$ cat config.mk
export PLATFORM = sky130hd
export DESIGN_NAME = pwr_supervisor
export DESIGN_NICKNAME = d
export VERILOG_FILES = /design/src/rtl/psv_pkg.sv /design/src/rtl/psv_pin_qual.sv /design/src/rtl/psv_rst_seq.sv /design/src/rtl/psv_ce_gate.sv /design/src/rtl/pwr_supervisor.sv
export SDC_FILE = /design/constraint.sdc
export NUM_CORES = 1
export LEC_CHECK = 0
export CORE_UTILIZATION = 50
export CTS_CLUSTER_SIZE = 14
export DETAILED_ROUTE_END_ITERATION = 16
export PLACE_DENSITY = 0.68
export SLEW_MARGIN = 20
export SYNTH_ARGS = -nofsm -noshare
export SYNTH_HDL_FRONTEND = slang
export SYNTH_SLANG_ARGS = --single-unit
export TNS_END_PERCENT = 10
$ cat constraint.sdc
create_clock -name clk -period 7.11 [get_ports clk]
set_clock_uncertainty 0.1 [all_clocks]
set_input_delay 1.422 -clock clk [delete_from_list [all_inputs] [get_ports clk]]
set_output_delay 1.422 -clock clk [all_outputs]
set_load 0.1 [all_outputs]
$ cat src/rtl/psv_pkg.sv
package psv_pkg;

  typedef enum logic [1:0] {
    SEQ_HOLD    = 2'd0,
    SEQ_STRETCH = 2'd1,
    SEQ_RUN     = 2'd2
  } seq_state_t;

  // True when one more tick completes a window of lim ticks.
  function automatic logic at_limit(input logic [31:0] cnt, input logic [31:0] lim);
    return (cnt + 32'd1) >= lim;
  endfunction

  // True when a low phase of cnt ticks exceeds the minimum.
  function automatic logic long_enough(input logic [31:0] cnt, input logic [31:0] min_us);
    return cnt > min_us;
  endfunction

endpackage

$ cat src/rtl/psv_pin_qual.sv
module psv_pin_qual #(
  parameter int PB_MIN_US = 1
) (
  input  logic clk,
  input  logic rst_n,
  input  logic tick,
  input  logic pin_raw,
  input  logic pulling,
  output logic pb_event
);
  import psv_pkg::*;

  localparam int CW = $clog2(PB_MIN_US + 2) + 1;
  localparam logic [CW-1:0] SAT = CW'(PB_MIN_US + 1);

  logic          pin_m, pin_s;
  logic          armed;
  logic [CW-1:0] low_cnt;
  logic          low_ext;

  always_ff @(posedge clk or negedge rst_n) begin
    if (!rst_n) begin
      pin_m <= 1'b0;
      pin_s <= 1'b0;
    end else begin
      pin_m <= pin_raw;
      pin_s <= pin_m;
    end
  end

  // Armed only once the line reads high with our own pull released.
  always_ff @(posedge clk or negedge rst_n) begin
    if (!rst_n)       armed <= 1'b0;
    else if (pulling) armed <= 1'b0;
    else if (pin_s)   armed <= 1'b1;
  end

  assign low_ext = armed & ~pin_s;

  always_ff @(posedge clk or negedge rst_n) begin
    if (!rst_n)                           low_cnt <= '0;
    else if (!low_ext)                    low_cnt <= '0;
    else if (tick && low_cnt != SAT)      low_cnt <= low_cnt + CW'(1);
  end

  assign pb_event = armed & pin_s & long_enough(32'(low_cnt), 32'(PB_MIN_US));

  // a qualified release directly follows a sensed low
  p_pb_after_low_r5: assert property (@(posedge clk) disable iff (!rst_n)
    pb_event |-> $past(!pin_s));

endmodule

$ cat src/rtl/psv_rst_seq.sv
module psv_rst_seq #(
  parameter int STRETCH_US = 200000
) (
  input  logic clk,
  input  logic rst_n,
  input  logic tick,
  input  logic fail,
  input  logic pb_event,
  output logic hold_o
);
  import psv_pkg::*;

  localparam int CW = $clog2(STRETCH_US + 1);

  seq_state_t    state;
  logic [CW-1:0] cnt;
  logic          stretch_done;

  assign stretch_done = tick & at_limit(32'(cnt), 32'(STRETCH_US));

  always_ff @(posedge clk or negedge rst_n) begin
    if (!rst_n) begin
      state <= SEQ_HOLD;
      cnt   <= '0;
    end else if (fail) begin
      state <= SEQ_HOLD;
      cnt   <= '0;
    end else begin
      case (state)
        SEQ_HOLD: begin
          state <= SEQ_STRETCH;
          cnt   <= '0;
        end
        SEQ_STRETCH: begin
          if (stretch_done) begin
            state <= SEQ_RUN;
            cnt   <= '0;
          end else if (tick) begin
            cnt <= cnt + CW'(1);
          end
        end
        SEQ_RUN: begin
          if (pb_event) begin
            state <= SEQ_STRETCH;
            cnt   <= '0;
          end
        end
        default: begin
          state <= SEQ_HOLD;
          cnt   <= '0;
        end
      endcase
    end
  end

  assign hold_o = (state != SEQ_RUN);

  // a failure forces the hold on the next edge
  p_fail_holds_r2: assert property (@(posedge clk) disable iff (!rst_n)
    fail |=> hold_o);

  // release only ever happens on a tick
  p_release_on_tick_r4: assert property (@(posedge clk) disable iff (!rst_n)
    (!hold_o && $past(hold_o)) |-> $past(tick));

endmodule

$ cat src/rtl/psv_ce_gate.sv
module psv_ce_gate #(
  parameter int GRACE_US = 100
) (
  input  logic clk,
  input  logic rst_n,
  input  logic tick,
  input  logic fail,
  input  logic ce_in_n,
  output logic ce_out_n
);
  import psv_pkg::*;

  localparam int CW = $clog2(GRACE_US + 1);

  logic          grace;
  logic [CW-1:0] gcnt;

  // While power is good, grace tracks whether an access is live.
  always_ff @(posedge clk or negedge rst_n) begin
    if (!rst_n) begin
      grace <= 1'b0;
      gcnt  <= '0;
    end else if (!fail) begin
      grace <= ~ce_in_n;
      gcnt  <= '0;
    end else if (grace) begin
      if (ce_in_n) begin
        grace <= 1'b0;
      end else if (tick) begin
        if (at_limit(32'(gcnt), 32'(GRACE_US))) grace <= 1'b0;
        else                                    gcnt  <= gcnt + CW'(1);
      end
    end
  end

  assign ce_out_n = ce_in_n | (fail & ~grace);

  // an enable that was idle during the failure stays blocked
  p_new_access_blocked_r9: assert property (@(posedge clk) disable iff (!rst_n)
    (fail && $past(fail) && $past(ce_in_n)) |-> ce_out_n);

  // the grace window never runs past its tick limit
  p_grace_bound_r8: assert property (@(posedge clk) disable iff (!rst_n)
    (fail && !ce_out_n) |-> (32'(gcnt) < 32'(GRACE_US)));

endmodule

$ cat src/rtl/pwr_supervisor.sv
module pwr_supervisor #(
  parameter int STRETCH_US = 200000,
  parameter int GRACE_US   = 100,
  parameter int PB_MIN_US  = 1
) (
  input  logic clk,
  input  logic rst_n,
  input  logic us_tick,
  input  logic pwr_good,
  input  logic ce_in_n,
  input  logic rst_pin_in,
  input  logic per_req,
  input  logic alm_req,
  output logic rst_pull,
  output logic int_pull,
  output logic ce_out_n
);

  logic pf_flag;
  logic pb_event;

  // Power-fail flag; the block assumes a failure until power is seen good.
  always_ff @(posedge clk or negedge rst_n) begin
    if (!rst_n) pf_flag <= 1'b1;
    else        pf_flag <= ~pwr_good;
  end

  psv_pin_qual #(.PB_MIN_US(PB_MIN_US)) u_pin_qual (
    .clk      (clk),
    .rst_n    (rst_n),
    .tick     (us_tick),
    .pin_raw  (rst_pin_in),
    .pulling  (rst_pull),
    .pb_event (pb_event)
  );

  psv_rst_seq #(.STRETCH_US(STRETCH_US)) u_rst_seq (
    .clk      (clk),
    .rst_n    (rst_n),
    .tick     (us_tick),
    .fail     (pf_flag),
    .pb_event (pb_event),
    .hold_o   (rst_pull)
  );

  psv_ce_gate #(.GRACE_US(GRACE_US)) u_ce_gate (
    .clk      (clk),
    .rst_n    (rst_n),
    .tick     (us_tick),
    .fail     (pf_flag),
    .ce_in_n  (ce_in_n),
    .ce_out_n (ce_out_n)
  );

  assign int_pull = pf_flag | per_req | alm_req;

  // the warning interrupt is up one edge after the supply drops
  p_int_leads_r3: assert property (@(posedge clk) disable iff (!rst_n)
    $fell(pwr_good) |=> int_pull);

  // a failure held for two samples keeps reset asserted
  p_reset_in_fail_r2: assert property (@(posedge clk) disable iff (!rst_n)
    (!pwr_good ##1 !pwr_good) |=> rst_pull);

  // a pending request keeps the interrupt pulled
  p_int_pending_r10: assert property (@(posedge clk) disable iff (!rst_n)
    (per_req || alm_req) |-> int_pull);

  // no enable passes while power is sensed bad and no access was live
  p_ce_needs_power_r7: assert property (@(posedge clk) disable iff (!rst_n)
    (!ce_out_n && !$past(!ce_in_n)) |-> $past(pwr_good));

endmodule

==> summary.txt, run 1 <==
antenna violations before repair -> 0
final wirelength -> 4320 um
unrepaired setup endpoints after global routing -> no
Die Height -> 69.9 um
number of hold buffers added after cts -> 0
Worst Path Max Fanout -> 2
fin crit share -> 65.4%
hold path cells -> 0
min-delay src -> u_pin_qual.pin_m$_DFF_PN0_
clk buf depth -> 2
dpl ws -> 2.46 ns
cts bufs inserted -> 5
ys async rst share -> 100%
largest net degree at the start of global routing -> 36
number of flops mapped to enable cells by yosys -> 0
Setup Fix Bufs, Post-CTS -> 0
Synth area leaders -> dfrtp_1, mux2i_1, nor2_1, nand2_1, ha_1
Worst-path clk slew -> 0.07 ns
clock network fraction of total power -> 36.6%
IO Pins -> 11
most frequent cell after synthesis -> dfrtp_1
die width -> 69.9 um
Fin. Hold Viols -> 0
crit path capture type -> output pin
Sequential Power Share -> 47.0%
r2r worst-path depth -> 7
Worst R2R End -> u_rst_seq.cnt[11]$_DFFE_PN0P_
Worst-Skew Late Latency -> 0.29 ns
share of cells above drive strength 1 -> 11.5%
fin nets -> 275
leak pwr -> 1.00 nW
die area -> 4890 um2
Iteration-0 DRC Markers -> 78
commonest cells in the netlist -> dfrtp_1, nor2_1, nand2_1
CTS tree -> done
fmax -> 215 MHz
Final Critical Period -> 4.65 ns
status -> complete, no violations
setup TNS -> 0 ns
clk sinks -> 35
hold crit path type -> flop to flop
Pwr Total -> 493 uW
Max-slew headroom -> 33.8%
CTS root buf -> clkbuf_8
Comb pwr share -> 16.4%
register area share after synthesis -> 38.0%
vias in the first global route -> 1737
routed len/inst -> 13.8 um
Final Max Slew Viols -> 0
synthesized netlist net count -> 269
gr usage total -> 19.6%
Critical R2R Launch -> u_rst_seq.cnt[0]$_DFFE_PN0P_
Setup crit start kind -> input port
GP Congestion -> 0.817
cell row count -> 24
P_int -> 347 uW
mean area per synthesized cell -> 9.09 um2
remaining antenna violation count after routing -> 0
Worst-Margin Slew -> 0.989 ns
top-area cell type share of the netlist area -> 36.9%
Core Area -> 4380 um2
Post-CTS Resized -> 0
router iterations before antenna repair -> 4
drc violations -> 0
area post-placement -> 2400 um2
Min-Delay Endpoint -> u_pin_qual.pin_s$_DFF_PN0_
Final Core Density -> 57.3%
area growth from synthesis to layout -> 8.83%
depth of the CTS H-tree -> 2
first-pass GRT wire length -> 7760 um
Most used DFF post-synth -> dfrtp_1
maximum vdd drop -> 99.1 uV
Final HPWL DP -> 2970 um
antenna diode count -> 0
Mapped Cells -> 254
synthesized flop and latch total -> 35
Max-cap violations -> 0
number of distinct library cells after synthesis -> 51
post-route cell area -> 2510 um2
Crit Path Category -> input port to output pin
mapped cell area -> 2310 um2
Yosys top cell by area -> dfrtp_1
port bufs -> 10
switching power -> 146 uW
Worst Path Required -> 5.59 ns
switch share -> 29.6%
R2R Setup Slk -> 4.04 ns
final setup margin -> 2.46 ns
Synth Warn # -> 0
via/cell ratio -> 5.87
PwrDens -> 196 nW/um2
vias post-DR -> 1836
Initial Util -> 52.7%
grt ovf -> 0
Worst Path Arrival -> 3.13 ns
Final setup violation count -> 0
==> flip-flops by register name, summed over array words and instances (netlist names) <==
name                flops
u_ce_gate.gcnt          7
pf_flag                 1
u_pin_qual.pin_s        1
u_pin_qual.pin_m        1
u_pin_qual.low_cnt      3
u_rst_seq.cnt          18
u_pin_qual.armed        1
u_rst_seq.state         2
u_ce_gate.grace         1
==> worst max-delay path by stage <==
stage / from / end / slack [ns] / cells past startpoint
3_5_place_dp: ce_in_n / ce_out_n / 2.46 / 3
5_1_grt: ce_in_n / ce_out_n / 2.39 / 3
3_3_place_gp: per_req / int_pull / 2.47 / 3
2_1_floorplan: per_req / int_pull / 3.43 / 1
4_1_cts: ce_in_n / ce_out_n / 2.46 / 3
6_report: ce_in_n / ce_out_n / 2.46 / 3
==> cells by family (layout without fill, tap and decap cells) <==
| logic type | count (synthesis) | count (layout) | share of synthesized area [%] |
|---|---|---|---|
| AO/OA/AOI/OAI | 40 | 40 | 12.5 |
| AND/OR/NAND/NOR | 126 | 126 | 30.6 |
| adder cells (fa/ha/maj) | 7 | 7 | 3.79 |
| flip-flops | 35 | 35 | 38.0 |
| XOR/XNOR | 6 | 6 | 2.28 |
| multiplexers | 19 | 19 | 8.24 |
| buffers and inverters | 21 | 28 | 4.61 |
==> through the flow <==
stage	hold WS, ns	std cells
2_1_floorplan	0.231	254
3_3_place_gp	0.237	305
3_5_place_dp	0.251	305
4_1_cts	0.269	313
5_1_grt	0.279	313
6_report	0.265	313
==> layout make-up <==
class                           instances  area (um2)
Clock buffer                            5        68.8
Clock inverter                          3        43.8
Fill cell                             399        1870
Inverter                               10        37.5
Multi-Input combinational cell        198        1330
Sequential cell                        35         877
Tap cell                               52        65.1
Timing Repair Buffer                   10        95.1
==> critical path, cell delays in order <==
cell and delay [ns]:
clkdlybuf4s50_1 0.48, a21o_1 0.10, clkdlybuf4s50_1 1.12
==> power by group through the flow <==
stage	sequential (mW)	clock, mW	combinational (mW)
6_report	0.232	0.180	0.0810
5_1_grt	0.235	0.195	0.0908
4_1_cts	0.232	0.187	0.0824
3_5_place_dp	0.236	0	0.0820
3_3_place_gp	0.235	0	0.0817
2_1_floorplan	0.229	0	0.0680
==> cells in the final DEF, fill, tap and decap left out, types with 2 or more instances in the layout <==
cell	n
a211o_1	2
a211oi_1	3
a21oi_1	10
a31oi_1	6
and2_1	2
and3_1	5
and4_1	3
clkbuf_8	5
clkdlybuf4s50_1	9
dfrtp_1	34
ha_1	7
inv_1	10
mux2i_1	19
nand2_1	24
nand2b_1	5
nand3_1	13
nand4_1	10
nor2_1	29
nor2b_1	4
nor3_1	8
nor3_2	8
nor3b_1	3
o21ai_0	8
xnor2_1	3
xor2_1	3
==> routing by layer <==
metal	wire [um]	GRT usage [%]	up-vias
met5	0	0	-
met4	54	6.89	0
met3	112	4.04	7
met2	2100	32.2	21
met1	2050	25.6	878
li1	-	-	930
(Power assumes the default switching activity.)
==> inputs of run 2 (changes only) <==
--- a/config.mk
+++ b/config.mk
@@ -8,7 +8,7 @@
 export CORE_UTILIZATION = 50
 export CTS_CLUSTER_SIZE = 14
 export DETAILED_ROUTE_END_ITERATION = 16
-export PLACE_DENSITY = 0.68
+export PLACE_DENSITY = 0.71
 export SLEW_MARGIN = 20
 export SYNTH_ARGS = -nofsm -noshare
 export SYNTH_HDL_FRONTEND = slang
==> constraint.sdc (replaced) <==
create_clock -name clk -period 4.1 [get_ports clk]
set_clock_uncertainty 0.1 [all_clocks]
set_input_delay 0.82 -clock clk [delete_from_list [all_inputs] [get_ports clk]]
set_output_delay 0.82 -clock clk [all_outputs]
set_load 0.1 [all_outputs]
==> run 2 against run 1 <==
Effect of this change:
- sequential share of layout area is 0.21 points lower
- global-route usage is 0.11 points lower
- first-iteration DRC count is 15% lower
- critical path depth stayed put
- clock power is 79% higher
- register-to-register slack worse by 2.8 ns
- clock-buffer cell count is 1 higher
- critical endpoint is now rst_pull
- highest routed layer unchanged
==> summary.txt, run 2 (same netlist as run 1, synthesis figures left out) <==
crit-path cells -> nor2b_1, inv_1, clkdlybuf4s50_1 (was clkdlybuf4s50_1, a21o_1, clkdlybuf4s50_1)
antenna diode count -> 0 (unchanged)
clock network fraction of total power -> 37.1% (was 36.6%)
clk buf depth -> 2 (unchanged)
flip-flop and latch area -> 877 um2 (unchanged)
Worst-Skew Late Latency -> 0.28 ns (was 0.29 ns)
vias post-DR -> 1827 (was 1836)
cell row count -> 24 (unchanged)
Crit Path Category -> flop to output pin (was input port to output pin)
hold crit path type -> flop to flop (unchanged)
setup TNS -> 0 ns (unchanged)
Setup Fix Bufs, Post-CTS -> 0 (unchanged)
number of hold buffers added after cts -> 0 (unchanged)
post-route cell area -> 2530 um2 (was 2510 um2)
fin crit share -> 72.7%
switching power -> 249 uW (was 146 uW)
router iterations before antenna repair -> 4 (unchanged)
antenna violations before repair -> 0 (unchanged)
Core Area -> 4380 um2 (unchanged)
status -> complete, no violations (unchanged)
largest registers -> u_rst_seq.cnt (18), u_ce_gate.gcnt (7), u_pin_qual.low_cnt (3) (unchanged)
CP peak stage delay -> 1.13 ns (was 1.12 ns)
switch share -> 28.6% (was 29.6%)
clk sinks -> 35 (unchanged)
Die Height -> 69.9 um (unchanged)
R2R Setup Slk -> 1.22 ns (was 4.04 ns)
Sequential Power Share -> 46.3% (was 47.0%)
Worst-path clk slew -> 0.07 ns (about the same)
P_int -> 621 uW (was 347 uW)
remaining antenna violation count after routing -> 0 (unchanged)
Max-slew headroom -> 36.0% (was 33.8%)
area post-placement -> 2410 um2 (was 2400 um2)
leak pwr -> 1.02 nW (was 1.00 nW)
Final HPWL DP -> 2910 um (was 2970 um)
commonest non-fill, non-tap cell in the layout -> dfrtp_1 (unchanged)
vias in the first global route -> 1664 (was 1737)
grt ovf -> 0 (unchanged)
Pwr Total -> 870 uW (was 493 uW)
most frequent cells in the layout -> dfrtp_1, nor2_1, nand2_1, mux2i_1, nand3_1 (unchanged)
fin nets -> 277 (was 275)
final wirelength -> 4270 um (was 4320 um)
Max-cap violations -> 0 (unchanged)
slowest CP cell -> clkdlybuf4s50_1 (unchanged)
area of the multi-input gates -> 1330 um2 (unchanged)
Worst-Margin Slew -> 0.957 ns (was 0.989 ns)
Final Critical Period -> 2.98 ns
share of cells above drive strength 1 -> 12.9% (was 11.5%)
via/cell ratio -> 5.80 (was 5.87)
GP Congestion -> 0.816 (was 0.817)
crit path capture type -> output pin (unchanged)
maximum vdd drop -> 180 uV (was 99.1 uV)
Final Core Density -> 57.6% (was 57.3%)
Final setup violation count -> 0 (unchanged)
Finished Layout Cells -> 315 (was 313)
unrepaired setup endpoints after global routing -> no (unchanged)
cts bufs inserted -> 5 (unchanged)
CP top delay family -> buffers and inverters (unchanged)
Fill cells -> 393 (was 399)
drc violations -> 0 (unchanged)
die area -> 4890 um2 (unchanged)
Buf/Inv on CP -> 2 (unchanged)
Setup crit start kind -> flop (was input port)
gr usage total -> 19.5% (was 19.6%)
IO Pins -> 11 (unchanged)
PwrDens -> 344 nW/um2 (was 196 nW/um2)
CTS tree -> done (unchanged)
CTS root buf -> clkbuf_8 (unchanged)
routed len/inst -> 13.6 um (was 13.8 um)
max FFs per register -> 18 (unchanged)
Fin. Hold Viols -> 0 (unchanged)
first-pass GRT wire length -> 7600 um (was 7760 um)
Initial Util -> 52.7% (unchanged)
Worst Path Required -> 3.18 ns (was 5.59 ns)
fmax -> 336 MHz
area growth from synthesis to layout -> 9.48% (was 8.83%)
depth of the CTS H-tree -> 2 (unchanged)
Final Max Slew Viols -> 0 (unchanged)
Worst Path Max Fanout -> 5 (was 2)
Iteration-0 DRC Markers -> 66 (was 78)
Worst Path Arrival -> 2.06 ns (was 3.13 ns)
Post-CTS Resized -> 0 (unchanged)
largest register by flop count -> u_rst_seq.cnt (unchanged)
Comb pwr share -> 16.7% (was 16.4%)
largest net degree at the start of global routing -> 24 (was 36)
placed insts -> 307 (was 305)
die width -> 69.9 um (unchanged)
port bufs -> 10 (unchanged)
[run 2: routing by layer]
metal	GRT usage (%)	part of all wire (%)
met5	0	0
met2	28.8	48
met4	7.78	0.56
met3	4.33	2.4
met1	27.6	49
[run 2: power groups by stage]
stage               combinational, mW  sequential, mW  clock, mW
floorplan                       0.118           0.397          0
global placement                0.145           0.409          0
detailed placement              0.146           0.409          0
CTS                             0.146           0.402      0.334
global route                    0.164           0.408      0.350
finish                          0.145           0.403      0.323
[run 2: area by class of cell]
type                       instances  area share [%]
clock buffer                       6            3.27
tap                               52            2.57
inverter                          10            1.49
clock inverter                     2            1.39
multi-input combinational        198            52.4
timing repair buffer              12            4.16
sequential                        35            34.7
[run 2: final timing paths]
check	from	end	cells after the start
max	u_rst_seq.state[1]$_DFFE_PN0P_	rst_pull	3
min	u_pin_qual.pin_m$_DFF_PN0_	u_pin_qual.pin_s$_DFF_PN0_	0
max reg2reg	u_rst_seq.cnt[0]$_DFFE_PN0P_	u_rst_seq.cnt[11]$_DFFE_PN0P_	8
min reg2reg	u_pin_qual.pin_m$_DFF_PN0_	u_pin_qual.pin_s$_DFF_PN0_	0
max in group asynchronous	rst_n	u_rst_seq.cnt[10]$_DFFE_PN0P_	2
min in group asynchronous	rst_n	u_pin_qual.low_cnt[0]$_DFFE_PN0P_	1
[run 2: per-stage QoR]
stage                     worst slack (ns)  hold slack [ns]
after floorplan                       1.60            0.231
after global placement                1.09            0.245
after detailed placement              1.04            0.237
after CTS                             1.11            0.254
after global routing                  1.02            0.258
final                                 1.12            0.252
==> inputs of run 3 (changes only) <==
--- a/config.mk
+++ b/config.mk
@@ -8,7 +8,7 @@
 export CORE_UTILIZATION = 50
 export CTS_CLUSTER_SIZE = 14
 export DETAILED_ROUTE_END_ITERATION = 16
-export PLACE_DENSITY = 0.71
+export PLACE_DENSITY = 0.68
 export SLEW_MARGIN = 20
 export SYNTH_ARGS = -nofsm -noshare
 export SYNTH_HDL_FRONTEND = slang
==> constraint.sdc (replaced) <==
create_clock -name clk -period 2.9 [get_ports clk]
set_clock_uncertainty 0.1 [all_clocks]
set_input_delay 0.58 -clock clk [delete_from_list [all_inputs] [get_ports clk]]
set_output_delay 0.58 -clock clk [all_outputs]
set_load 0.1 [all_outputs]
==> run 3 against run 2 <==
Effect of this change:
- wire length increased by 1.9%
- sequential cell count unchanged
- via count is 0.44% higher
- first-iteration DRC count grew 17%
- hold slack better by 0.0062 ns
- global-route usage increased by 0.41 points
- combinational power rose by 56%
- largest power group unchanged
- register-to-register slack worse by 0.88 ns
- sequential power grew 40%
- die area unchanged
- clock power up 14%
- largest cell class unchanged
==> summary.txt, run 3 (same netlist as run 1, synthesis figures left out) <==
hold path cells -> 0 (unchanged)
Final setup violation count -> 0 (unchanged)
Core Area -> 4380 um2 (unchanged)
first-pass GRT wire length -> 7720 um (was 7600 um)
Final HPWL DP -> 2990 um (was 2910 um)
GP Congestion -> 0.830 (was 0.816)
port bufs -> 10 (unchanged)
CTS root buf -> clkbuf_8 (unchanged)
maximum vdd drop -> 315 uV (was 180 uV)
IO Pins -> 11 (unchanged)
Worst-path clk slew -> 0.07 ns (about the same)
setup TNS -> 0 ns (unchanged)
Final Max Slew Viols -> 0 (unchanged)
vias in the first global route -> 1682 (was 1664)
Setup crit start kind -> flop (unchanged)
leak pwr -> 1.03 nW (was 1.02 nW)
PwrDens -> 455 nW/um2 (was 344 nW/um2)
Critical R2R Launch -> u_rst_seq.cnt[0]$_DFFE_PN0P_ (unchanged)
Min-Delay Endpoint -> u_pin_qual.pin_s$_DFF_PN0_ (unchanged)
antenna diode count -> 0 (unchanged)
largest net degree at the start of global routing -> 36 (was 24)
CP peak stage delay -> 0.47 ns (was 1.13 ns)
placed insts -> 311 (was 307)
grt ovf -> 0 (unchanged)
router iterations before antenna repair -> 4 (unchanged)
r2r worst-path depth -> 8 (unchanged)
depth of the CTS H-tree -> 2 (unchanged)
Worst-Skew Late Latency -> 0.29 ns (was 0.28 ns)
Initial Util -> 52.7% (unchanged)
Fin. Hold Viols -> 0 (unchanged)
largest registers -> u_rst_seq.cnt (18), u_ce_gate.gcnt (7), u_pin_qual.low_cnt (3) (unchanged)
share of cells above drive strength 1 -> 14.2% (was 12.9%)
slowest CP cell -> dfrtp_1 (was clkdlybuf4s50_1)
Worst-Margin Slew -> 0.802 ns (was 0.957 ns)
Buf/Inv on CP -> 1 (was 2)
largest register by flop count -> u_rst_seq.cnt (unchanged)
area growth from synthesis to layout -> 10.6% (was 9.48%)
cell row count -> 24 (unchanged)
Finished Layout Cells -> 319 (was 315)
fmax -> 390 MHz
die area -> 4890 um2 (unchanged)
remaining antenna violation count after routing -> 0 (unchanged)
Pwr Total -> 1.16 mW (was 870 uW)
routed len/inst -> 13.6 um (about the same)
max FFs per register -> 18 (unchanged)
hold crit path type -> flop to flop (unchanged)
drc violations -> 0 (unchanged)
CP top delay family -> compound AO/OA/AOI/OAI gates (was buffers and inverters)
via/cell ratio -> 5.75 (was 5.80)
R2R Setup Slk -> 0.34 ns (was 1.22 ns)
unrepaired setup endpoints after global routing -> no (unchanged)
Hold WS -> 0.258 ns (was 0.252 ns)
Worst R2R End -> u_rst_seq.cnt[11]$_DFFE_PN0P_ (unchanged)
Worst Path Arrival -> 2.67 ns (was 2.06 ns)
commonest non-fill, non-tap cell in the layout -> dfrtp_1 (unchanged)
crit-path cells -> ha_1, and3_2, and4_1, a41oi_1, a21boi_1, a211oi_4, buf_12, a211oi_1 (was nor2b_1, inv_1, clkdlybuf4s50_1)
Max-cap violations -> 0 (unchanged)
fin nets -> 281 (was 277)
Iteration-0 DRC Markers -> 77 (was 66)
clk sinks -> 35 (unchanged)
Crit Path Category -> flop to flop (was flop to output pin)
fin crit share -> 88.4%
crit path capture type -> flop (was output pin)
number of hold buffers added after cts -> 0 (unchanged)
antenna violations before repair -> 0 (unchanged)
cts bufs inserted -> 5 (unchanged)
vias post-DR -> 1835 (was 1827)
Die Height -> 69.9 um (unchanged)
gr usage total -> 19.9% (was 19.5%)
Final Core Density -> 58.2% (was 57.6%)
most frequent cells in the layout -> dfrtp_1, nor2_1, nand2_1, mux2i_1, nand3_1 (unchanged)
die width -> 69.9 um (unchanged)
Worst Path Required -> 3.00 ns (was 3.18 ns)
CTS tree -> done (unchanged)
Final Critical Period -> 2.56 ns
min-delay src -> u_pin_qual.pin_m$_DFF_PN0_ (unchanged)
Worst Path Max Fanout -> 17 (was 5)
status -> complete, no violations (unchanged)
clk buf depth -> 2 (unchanged)
final wirelength -> 4350 um (was 4270 um)
Max-slew headroom -> 46.5% (was 36.0%)
Setup Fix Bufs, Post-CTS -> 0 (unchanged)
Post-CTS Resized -> 0 (unchanged)
-- run 3: changes by cell type in the layout (fill, tap and decap cells not counted) --
| cell | delta |
|---|---|
| buf_4 | +3 |
| bufinv_16 | -1 |
| clkbuf_1 | +1 |
| buf_12 | +2 |
| clkdlybuf4s50_1 | -1 |
-- run 3: metal layers --
metal,track usage [%],up-vias,share of wire [%]
met5,0,-,0
met4,8.67,0,1.8
met3,3.90,7,3.7
met2,31.1,29,45
met1,26.8,862,49
li1,-,937,-
-- run 3: worst max path at each step --
stage | from | slack, ns | depth (start not counted) | end
after floorplan | u_rst_seq.cnt[0]$_DFFE_PN0P_ | 0.40 | 10 | u_rst_seq.cnt[7]$_DFFE_PN0P_
after global placement | u_rst_seq.cnt[0]$_DFFE_PN0P_ | 0.37 | 7 | u_rst_seq.cnt[11]$_DFFE_PN0P_
after detailed placement | u_rst_seq.cnt[0]$_DFFE_PN0P_ | 0.35 | 8 | u_rst_seq.cnt[11]$_DFFE_PN0P_
after CTS | u_rst_seq.cnt[0]$_DFFE_PN0P_ | 0.34 | 8 | u_rst_seq.cnt[11]$_DFFE_PN0P_
after global routing | u_rst_seq.cnt[0]$_DFFE_PN0P_ | 0.18 | 8 | u_rst_seq.cnt[4]$_DFFE_PN0P_
final | u_rst_seq.cnt[0]$_DFFE_PN0P_ | 0.34 | 8 | u_rst_seq.cnt[11]$_DFFE_PN0P_
-- run 3: cell type report --
type / count / area, um2
clock buffers: 7 / 86.3
clock inverters: 1 / 5.00
fillers: 415 / 1830
inverters: 10 / 37.5
multi-input cells: 198 / 1330
flip-flops and latches: 35 / 877
well taps: 52 / 65.1
repair buffers: 16 / 158
-- run 3: metrics by stage --
step	area (um2)	worst slack, ns
finish	2550	0.337
global route	2550	0.175
CTS	2550	0.335
detailed placement	2460	0.353
global placement	2460	0.373
floorplan	2310	0.403
-- run 3: where the power goes --
part | switching (mW) | internal [mW] | total [mW] | leakage (nW)
combinational | 0.129 | 0.0975 | 0.226 | 0.512
sequential | 0.0496 | 0.516 | 0.566 | 0.472
clock | 0.177 | 0.192 | 0.369 | 0.0482
